===== src/rtl/rxf_pkg.sv =====
package rxf_pkg;

    localparam int ADDR_BYTES        = 6;
    localparam int ADDR_BITS         = ADDR_BYTES * 8;
    localparam int HASH_W            = 6;
    localparam int TABLE_ENTRIES     = 1 << HASH_W;
    localparam int CRC_W             = 32;
    localparam int HASH_LSB          = 23;
    localparam int MIN_FRAME         = 64;
    localparam int MAX_FRAME_DEFAULT = 1518;

    localparam logic [CRC_W-1:0] CRC_POLY   = 32'h04C1_1DB7;
    localparam logic [CRC_W-1:0] CRC_PRESET = 32'hFFFF_FFFF;

    localparam logic [2:0] SEL_HASH_LO = 3'd0;
    localparam logic [2:0] SEL_HASH_HI = 3'd1;
    localparam logic [2:0] SEL_STA_LO  = 3'd2;
    localparam logic [2:0] SEL_STA_MID = 3'd3;
    localparam logic [2:0] SEL_STA_HI  = 3'd4;
    localparam logic [2:0] SEL_ENABLE  = 3'd5;
    localparam logic [2:0] SEL_MAXLEN  = 3'd6;

    // packed MSB first: hash lands on bit 0
    typedef struct packed {
        logic runt_rej;
        logic crc_req;
        logic bcast;
        logic ucast;
        logic hash;
    } filt_en_t;

    typedef enum logic [2:0] {
        ST_IDLE,
        ST_ADDR,
        ST_HASH,
        ST_WAIT,
        ST_VERDICT
    } filt_state_t;

endpackage


===== src/rtl/rxf_cfg_regs.sv =====
module rxf_cfg_regs
    import rxf_pkg::*;
#(
    parameter int LEN_W = 16
) (
    input  logic                     clk,
    input  logic                     rst_n,
    input  logic                     we,
    input  logic [2:0]               sel,
    input  logic [31:0]              wdata,
    output logic [TABLE_ENTRIES-1:0] hash_tbl,
    output logic [ADDR_BITS-1:0]     station,
    output filt_en_t                 en,
    output logic [LEN_W-1:0]         max_len
);

    always_ff @(posedge clk) begin
        if (!rst_n) begin
            hash_tbl <= '0;
            station  <= '0;
            en       <= '0;
            max_len  <= LEN_W'(MAX_FRAME_DEFAULT);
        end else if (we) begin
            case (sel)
                SEL_HASH_LO: hash_tbl[31:0]  <= wdata;
                SEL_HASH_HI: hash_tbl[63:32] <= wdata;
                SEL_STA_LO:  station[15:0]   <= wdata[15:0];
                SEL_STA_MID: station[31:16]  <= wdata[15:0];
                SEL_STA_HI:  station[47:32]  <= wdata[15:0];
                SEL_ENABLE:  en              <= filt_en_t'(wdata[4:0]);
                SEL_MAXLEN:  max_len         <= wdata[LEN_W-1:0];
                default: ;
            endcase
        end
    end

endmodule


===== src/rtl/rxf_hash_crc.sv =====
module rxf_hash_crc
    import rxf_pkg::*;
#(
    parameter int STEP_BITS = 1
) (
    input  logic                 clk,
    input  logic                 rst_n,
    input  logic                 preset,
    input  logic                 advance,
    input  logic [STEP_BITS-1:0] din,
    output logic [HASH_W-1:0]    idx
);

    logic [CRC_W-1:0] crc_q;
    logic [CRC_W-1:0] crc_nxt;

    generate
        if (STEP_BITS == 1) begin : g_serial
            always_comb begin
                crc_nxt = {crc_q[CRC_W-2:0], 1'b0} ^
                          ((crc_q[CRC_W-1] ^ din[0]) ? CRC_POLY : '0);
            end
        end else begin : g_multi
            // bit 0 of din is consumed first
            always_comb begin
                logic [CRC_W-1:0] c;
                c = crc_q;
                for (int b = 0; b < STEP_BITS; b++) begin
                    c = {c[CRC_W-2:0], 1'b0} ^ ((c[CRC_W-1] ^ din[b]) ? CRC_POLY : '0);
                end
                crc_nxt = c;
            end
        end
    endgenerate

    always_ff @(posedge clk) begin
        if (!rst_n || preset) begin
            crc_q <= CRC_PRESET;
        end else if (advance) begin
            crc_q <= crc_nxt;
        end
    end

    assign idx = crc_q[HASH_LSB +: HASH_W];

endmodule


===== src/rtl/rxf_verdict.sv =====
module rxf_verdict
    import rxf_pkg::*;
#(
    parameter int LEN_W = 16
) (
    input  logic [ADDR_BITS-1:0]     dst,
    input  logic [ADDR_BITS-1:0]     station,
    input  logic [TABLE_ENTRIES-1:0] hash_tbl,
    input  logic [HASH_W-1:0]        idx,
    input  filt_en_t                 en,
    input  logic [LEN_W-1:0]         len,
    input  logic [LEN_W-1:0]         max_len,
    input  logic                     crc_ok,
    input  logic                     short_addr,
    output logic                     accept
);

    logic uc_hit, bc_hit, hash_hit, any_hit;
    logic bad_crc, runt, too_long;

    always_comb begin
        uc_hit   = en.ucast && (dst == station);
        bc_hit   = en.bcast && (&dst);
        hash_hit = en.hash && hash_tbl[idx];
        any_hit  = uc_hit || bc_hit || hash_hit;
        bad_crc  = en.crc_req && !crc_ok;
        runt     = en.runt_rej && (len < LEN_W'(MIN_FRAME));
        too_long = len > max_len;
        accept   = any_hit && !bad_crc && !runt && !too_long && !short_addr;
    end

endmodule


===== src/rtl/rx_addr_filter.sv =====
module rx_addr_filter
    import rxf_pkg::*;
#(
    parameter int STEP_BITS = 1,
    parameter int LEN_W     = 16
) (
    input  logic             clk,
    input  logic             rst_n,
    input  logic             cfg_we,
    input  logic [2:0]       cfg_sel,
    input  logic [31:0]      cfg_wdata,
    input  logic             frm_start,
    input  logic             byte_valid,
    input  logic [7:0]       byte_data,
    input  logic             frm_end,
    input  logic [LEN_W-1:0] frm_len,
    input  logic             frm_crc_ok,
    output logic             verdict_valid,
    output logic             verdict_accept,
    output logic [5:0]       hash_idx
);

    localparam int STEPS      = ADDR_BITS / STEP_BITS;
    localparam int STEP_CNT_W = (STEPS > 1) ? $clog2(STEPS) : 1;
    localparam logic [2:0]            LAST_BYTE = 3'(ADDR_BYTES - 1);
    localparam logic [STEP_CNT_W-1:0] LAST_STEP = STEP_CNT_W'(STEPS - 1);

    filt_state_t state_q, state_d;

    logic [2:0]               byte_cnt_q;
    logic [ADDR_BITS-1:0]     addr_q;
    logic [ADDR_BITS-1:0]     sh_q;
    logic [STEP_CNT_W-1:0]    step_cnt_q;
    logic                     end_seen_q;
    logic                     short_q;
    logic                     crc_ok_q;
    logic [LEN_W-1:0]         len_q;

    logic [TABLE_ENTRIES-1:0] hash_tbl;
    logic [ADDR_BITS-1:0]     station;
    filt_en_t                 en;
    logic [LEN_W-1:0]         max_len;
    logic [HASH_W-1:0]        idx;
    logic                     accept_raw;
    logic                     last_byte_in;

    rxf_cfg_regs #(.LEN_W(LEN_W)) u_cfg (
        .clk      (clk),
        .rst_n    (rst_n),
        .we       (cfg_we),
        .sel      (cfg_sel),
        .wdata    (cfg_wdata),
        .hash_tbl (hash_tbl),
        .station  (station),
        .en       (en),
        .max_len  (max_len)
    );

    rxf_hash_crc #(.STEP_BITS(STEP_BITS)) u_crc (
        .clk     (clk),
        .rst_n   (rst_n),
        .preset  (state_q == ST_ADDR),
        .advance (state_q == ST_HASH),
        .din     (sh_q[STEP_BITS-1:0]),
        .idx     (idx)
    );

    rxf_verdict #(.LEN_W(LEN_W)) u_verdict (
        .dst        (addr_q),
        .station    (station),
        .hash_tbl   (hash_tbl),
        .idx        (idx),
        .en         (en),
        .len        (len_q),
        .max_len    (max_len),
        .crc_ok     (crc_ok_q),
        .short_addr (short_q),
        .accept     (accept_raw)
    );

    assign last_byte_in = byte_valid && (byte_cnt_q == LAST_BYTE);

    // state register
    always_ff @(posedge clk) begin
        if (!rst_n) state_q <= ST_IDLE;
        else        state_q <= state_d;
    end

    // next state
    always_comb begin
        state_d = state_q;
        unique case (state_q)
            ST_IDLE:    if (frm_start) state_d = ST_ADDR;
            ST_ADDR: begin
                if (last_byte_in)  state_d = ST_HASH;
                else if (frm_end)  state_d = ST_VERDICT;
            end
            ST_HASH:    if (step_cnt_q == LAST_STEP) state_d = ST_WAIT;
            ST_WAIT:    if (end_seen_q || frm_end) state_d = ST_VERDICT;
            ST_VERDICT: state_d = ST_IDLE;
        endcase
    end

    // datapath
    always_ff @(posedge clk) begin
        if (!rst_n) begin
            byte_cnt_q <= '0;
            addr_q     <= '0;
            sh_q       <= '0;
            step_cnt_q <= '0;
            end_seen_q <= 1'b0;
            short_q    <= 1'b0;
            crc_ok_q   <= 1'b0;
            len_q      <= '0;
        end else begin
            case (state_q)
                ST_IDLE: begin
                    if (frm_start) begin
                        byte_cnt_q <= '0;
                        end_seen_q <= 1'b0;
                        short_q    <= 1'b0;
                    end
                end
                ST_ADDR: begin
                    if (byte_valid) begin
                        addr_q[{byte_cnt_q, 3'b000} +: 8] <= byte_data;
                        byte_cnt_q <= byte_cnt_q + 3'd1;
                    end
                    if (last_byte_in) begin
                        sh_q       <= {byte_data, addr_q[ADDR_BITS-9:0]};
                        step_cnt_q <= '0;
                    end else if (frm_end) begin
                        short_q <= 1'b1;
                    end
                end
                ST_HASH: begin
                    sh_q       <= sh_q >> STEP_BITS;
                    step_cnt_q <= step_cnt_q + 1'b1;
                end
                default: ;
            endcase
            if (frm_end && !end_seen_q &&
                (state_q inside {ST_ADDR, ST_HASH, ST_WAIT})) begin
                end_seen_q <= 1'b1;
                len_q      <= frm_len;
                crc_ok_q   <= frm_crc_ok;
            end
        end
    end

    // outputs
    always_comb begin
        verdict_valid  = (state_q == ST_VERDICT);
        verdict_accept = verdict_valid && accept_raw;
        hash_idx       = idx;
    end

endmodule


===== config.mk =====
export PLATFORM = sky130hd
export DESIGN_NAME = rx_addr_filter
export DESIGN_NICKNAME = d
export VERILOG_FILES = /design/src/rtl/rxf_pkg.sv /design/src/rtl/rxf_cfg_regs.sv /design/src/rtl/rxf_hash_crc.sv /design/src/rtl/rxf_verdict.sv /design/src/rtl/rx_addr_filter.sv
export SDC_FILE = /design/constraint.sdc
export NUM_CORES = 1
export LEC_CHECK = 0
export BUFFER_PORTS_ARGS = -buffer_cell sky130_fd_sc_hd__buf_2
export CAP_MARGIN = 25
export CORE_MARGIN = 5
export CORE_UTILIZATION = 30
export CTS_CLUSTER_SIZE = 8
export DETAILED_ROUTE_END_ITERATION = 6
export GPL_ROUTABILITY_DRIVEN = 0
export PLACE_DENSITY_LB_ADDON = 0.08
export SYNTH_ARGS = -nofsm -noshare
export SYNTH_HDL_FRONTEND = slang
export SYNTH_SLANG_ARGS = --single-unit

===== constraint.sdc =====
create_clock -name clk -period 2.2 [get_ports clk]
set_input_delay 0.44 -clock clk [delete_from_list [all_inputs] [get_ports clk]]
set_output_delay 0.44 -clock clk [all_outputs]
set_load 0.01 [all_outputs]

==> results.json <==
{
  "die_y_um": 214,
  "antennaDiodeCount": 0,
  "clkPwrFrac_pct": 44.2,
  "vias_per_cell": 4.93,
  "fin_cells": 2176,
  "ir_drop_mv": 0.538,
  "crit_path_start_kind": "register",
  "hold_violations": 0,
  "insertion_delay_ns": 0.56,
  "leakage_nw": 5.92,
  "path_cells": "buf_6, mux4_2, mux4_2, o211ai_1, buf_4, a211oi_4, buf_2",
  "die-area_um2": 45600,
  "synth_cell_types": 51,
  "cp_top_family": "multiplexers",
  "yosysWarningCount": 0,
  "swShare_pct": 26.5,
  "overflow": 0,
  "synth_top_area_share_pct": 47.0,
  "crit_top_cell": "mux4_2",
  "dp_hpwl_mm": 27.4,
  "hold_slack_ns": 0.121,
  "design.core.area_um2": 40900,
  "grt_max_degree": 95,
  "post_cts_buffers": 0,
  "portBuffers": 73,
  "synth_top_cell_by_area": "dfxtp_1",
  "clk_pin_slew_worst_paths_ns": 0.05,
  "dr.pass1.iters": 5,
  "slowest_stage": "mux4_2",
  "violations": "setup timing",
  "grt.total_usage_pct": 17.3,
  "skew_ns": 0.0243,
  "vias": 10727,
  "grt_pass1_wl_mm": 61.4,
  "cts_tree": "built",
  "hold_path_class": "in -> reg",
  "maxCapViolations": 0,
  "critical_path_class": "reg -> out",
  "timing.fmax_mhz": 327,
  "antenna_found_initial": 0,
  "fp.dieW_um": 214,
  "wirelength_mm": 39.8,
  "drive_gt1_share_pct": 17.0,
  "synthArstFlopShare_pct": 0,
  "grt_pass1_vias": 10309,
  "row_count": 74,
  "max_stage_delay_ns": 0.50,
  "p_switching_mw": 3.45,
  "slew_headroom_pct": 57.3,
  "drc": 0,
  "pwr-share-comb_pct": 12.4,
  "synth_area_leaders": "dfxtp_1 (47%), nand2_1 (13%), a21oi_1 (9.1%)",
  "end_kind": "output pin",
  "wire_per_inst_um": 18.3,
  "ant_nets": 0,
  "worstPathMaxFanout": 5,
  "rsz0062_at_grt": "true",
  "syn_area_per_cell_um2": 8.32,
  "initial_core_util_pct": 30.4,
  "final_nets": 1730,
  "tns_ns": -0.858,
  "numCtsBuffers": 42,
  "holdBufCountCts": 0,
  "p_per_area_nw_per_um2": 850,
  "ys_seq_elements": 292,
  "slew_viol_final": 0,
  "layout_min_cycle_time_ns": 3.06,
  "htreeDepth": 2,
  "cp.buffers_inverters": 3,
  "final.setup.worst_slack_ns": -0.858,
  "synth-edff-count": 0,
  "final-setup-viol-count": 1,
  "syn_nets": 1584,
  "critPathArrivalTime_ns": 2.62,
  "cts.sinks": 292,
  "status": "finished, violations left",
  "cp_data_required_time_ns": 1.76,
  "netlist_area_um2": 12400,
  "dp_cells": 2129,
  "area_delta_synth_final_pct": 23.2,
  "ios": 74,
  "fin_crit_sh_pct": 139,
  "drtIter0Drc": 691,
  "internal-power_mw": 9.58,
  "worst_pin_slew_ns": 0.640,
  "syn_inst": 1495,
  "synth_flop_cell": "dfxtp_1",
  "cts_buffer_depth": 3,
  "p_seq_share_pct": 43.4,
  "cts_root_buffer": "clkbuf_16",
  "seq_area_frac_synth_pct": 47.0
}
-- what timing repair did --
item	in CTS	in global routing
gates resized for setup	3	2
endpoints found under the setup margin	1	4
pin swaps	2	0
-- through the flow --
step | util [%] | instance area [µm²] | setup slack (ns) | total power [mW]
final | 37.5 | 15300 | -0.858 | 13.0
after CTS | 37.4 | 15300 | -0.917 | 13.3
after global routing | 37.5 | 15300 | -0.951 | 13.6
after global placement | 34.7 | 14200 | -0.350 | 7.38
after floorplan | - | 12500 | -0.0734 | 6.73
after detailed placement | 34.7 | 14200 | -0.375 | 7.39
-- cell usage in the layout (no fill, tap or decap), types with 2 or more instances in the layout --
| master | synthesis | routed |
|---|---|---|
| a21oi_1 | 227 | 227 |
| a22oi_1 | 47 | 47 |
| and2_1 | 14 | 13 |
| and3_1 | 3 | 3 |
| buf_12 | 0 | 12 |
| buf_2 | 11 | 73 |
| buf_4 | 6 | 113 |
| clkbuf_16 | 0 | 43 |
| clkinv_8 | 0 | 2 |
| dfxtp_1 | 292 | 291 |
| ha_1 | 23 | 23 |
| inv_1 | 27 | 26 |
| mux2i_1 | 36 | 35 |
| mux4_2 | 17 | 17 |
| nand2_1 | 425 | 424 |
| nand2b_1 | 6 | 6 |
| nand3_1 | 62 | 62 |
| nand3b_1 | 2 | 2 |
| nand4_1 | 24 | 24 |
| nor2_1 | 52 | 49 |
| nor2_2 | 0 | 2 |
| nor2b_1 | 7 | 7 |
| nor3_1 | 4 | 3 |
| nor4_1 | 12 | 12 |
| o211ai_1 | 25 | 25 |
| o21ai_0 | 5 | 5 |
| o2bb2ai_1 | 2 | 2 |
| o311ai_0 | 2 | 2 |
| or3_1 | 3 | 3 |
| xnor2_1 | 35 | 35 |
| xor2_1 | 24 | 24 |
-- power groups by stage --
stage	clock, mW	sequential [mW]	combinational, mW
finish	5.76	5.65	1.62
global route	6.16	5.67	1.80
CTS	5.97	5.65	1.64
detailed placement	0	5.76	1.63
global placement	0	5.76	1.63
floorplan	0	5.71	1.01
-- layer usage --
layer	up-vias	routed length, µm	global-route usage, %	share of wire (%)
met1	5047	19500	25.6	49
met2	230	17500	26.2	44
li1	5389	-	-	-
met3	61	1830	2.62	4.6
met5	-	0	0	0
met4	0	920	5.15	2.3
-- path summary, 6_finish.rpt --
path	startpoint	to	slack [ns]	depth (start not counted)
worst min register to register	u_cfg.hash_tbl[48]$_SDFFE_PN0P_	u_cfg.hash_tbl[48]$_SDFFE_PN0P_	0.45	2
worst max-delay path	u_crc.crc_q[23]$_SDFFE_PP1P_	verdict_accept	-0.86	7
worst max register to register	byte_cnt_q[1]$_SDFFE_PN0P_	addr_q[26]$_SDFFE_PN0P_	0.19	8
worst min-delay path	frm_len[2]	len_q[2]$_SDFFE_PN0P_	0.12	3
-- cell families after synthesis --
group / after synthesis / share of synthesized area (%)
xor+xnor: 59 / 4.15
flops: 292 / 47.0
simple gates: 623 / 21.6
buf+inv: 124 / 4.09
fa+ha+maj: 23 / 2.31
compound gates: 320 / 14.8
mux: 54 / 6.07
-- registers in the layout, indices dropped and copies added (netlist names) --
register / flops
u_cfg.hash_tbl: 64
addr_q: 48
sh_q: 48
u_cfg.station: 48
u_crc.crc_q: 32
len_q: 16
u_cfg.max_len: 16
step_cnt_q: 6
u_cfg.en: 5
byte_cnt_q: 3
state_q: 3
crc_ok_q: 1
end_seen_q: 1
short_q: 1
-- layout make-up --
cell class | instances | area, µm²
inverters | 27 | 106
repair buffers | 199 | 1470
flip-flops and latches | 292 | 5850
multi-input cells | 1079 | 6120
clock inverters | 3 | 37.5
well taps | 532 | 666
clock buffers | 44 | 1080
fillers | 4288 | 25600
-- worst reg2reg max path, delay by kind of cell, from the launching register on --
| kind | cells | cell delay [ns] |
|---|---|---|
| AOI/OAI and AO/OA | 1 | 0.27 |
| adders and majority gates | 2 | 0.47 |
| buffers and inverters | 1 | 0.06 |
| and+or+nand+nor | 4 | 0.78 |
| DFF | 1 | 0.32 |
-- cell usage after synthesis, drive strengths merged, types with 2 or more instances --
cell,count
a21oi,227
a22oi,47
and2,14
and3,3
buf,21
clkbuf,76
dfxtp,292
ha,23
inv,27
mux2i,36
mux4,17
nand2,426
nand2b,6
nand3,62
nand3b,2
nand4,24
nor2,52
nor2b,7
nor3,5
nor3b,3
nor4,14
o211ai,25
o21ai,5
o2bb2ai,2
o311ai,2
or3,3
xnor2,35
xor2,24
Power figures use the tool's default switching activity.
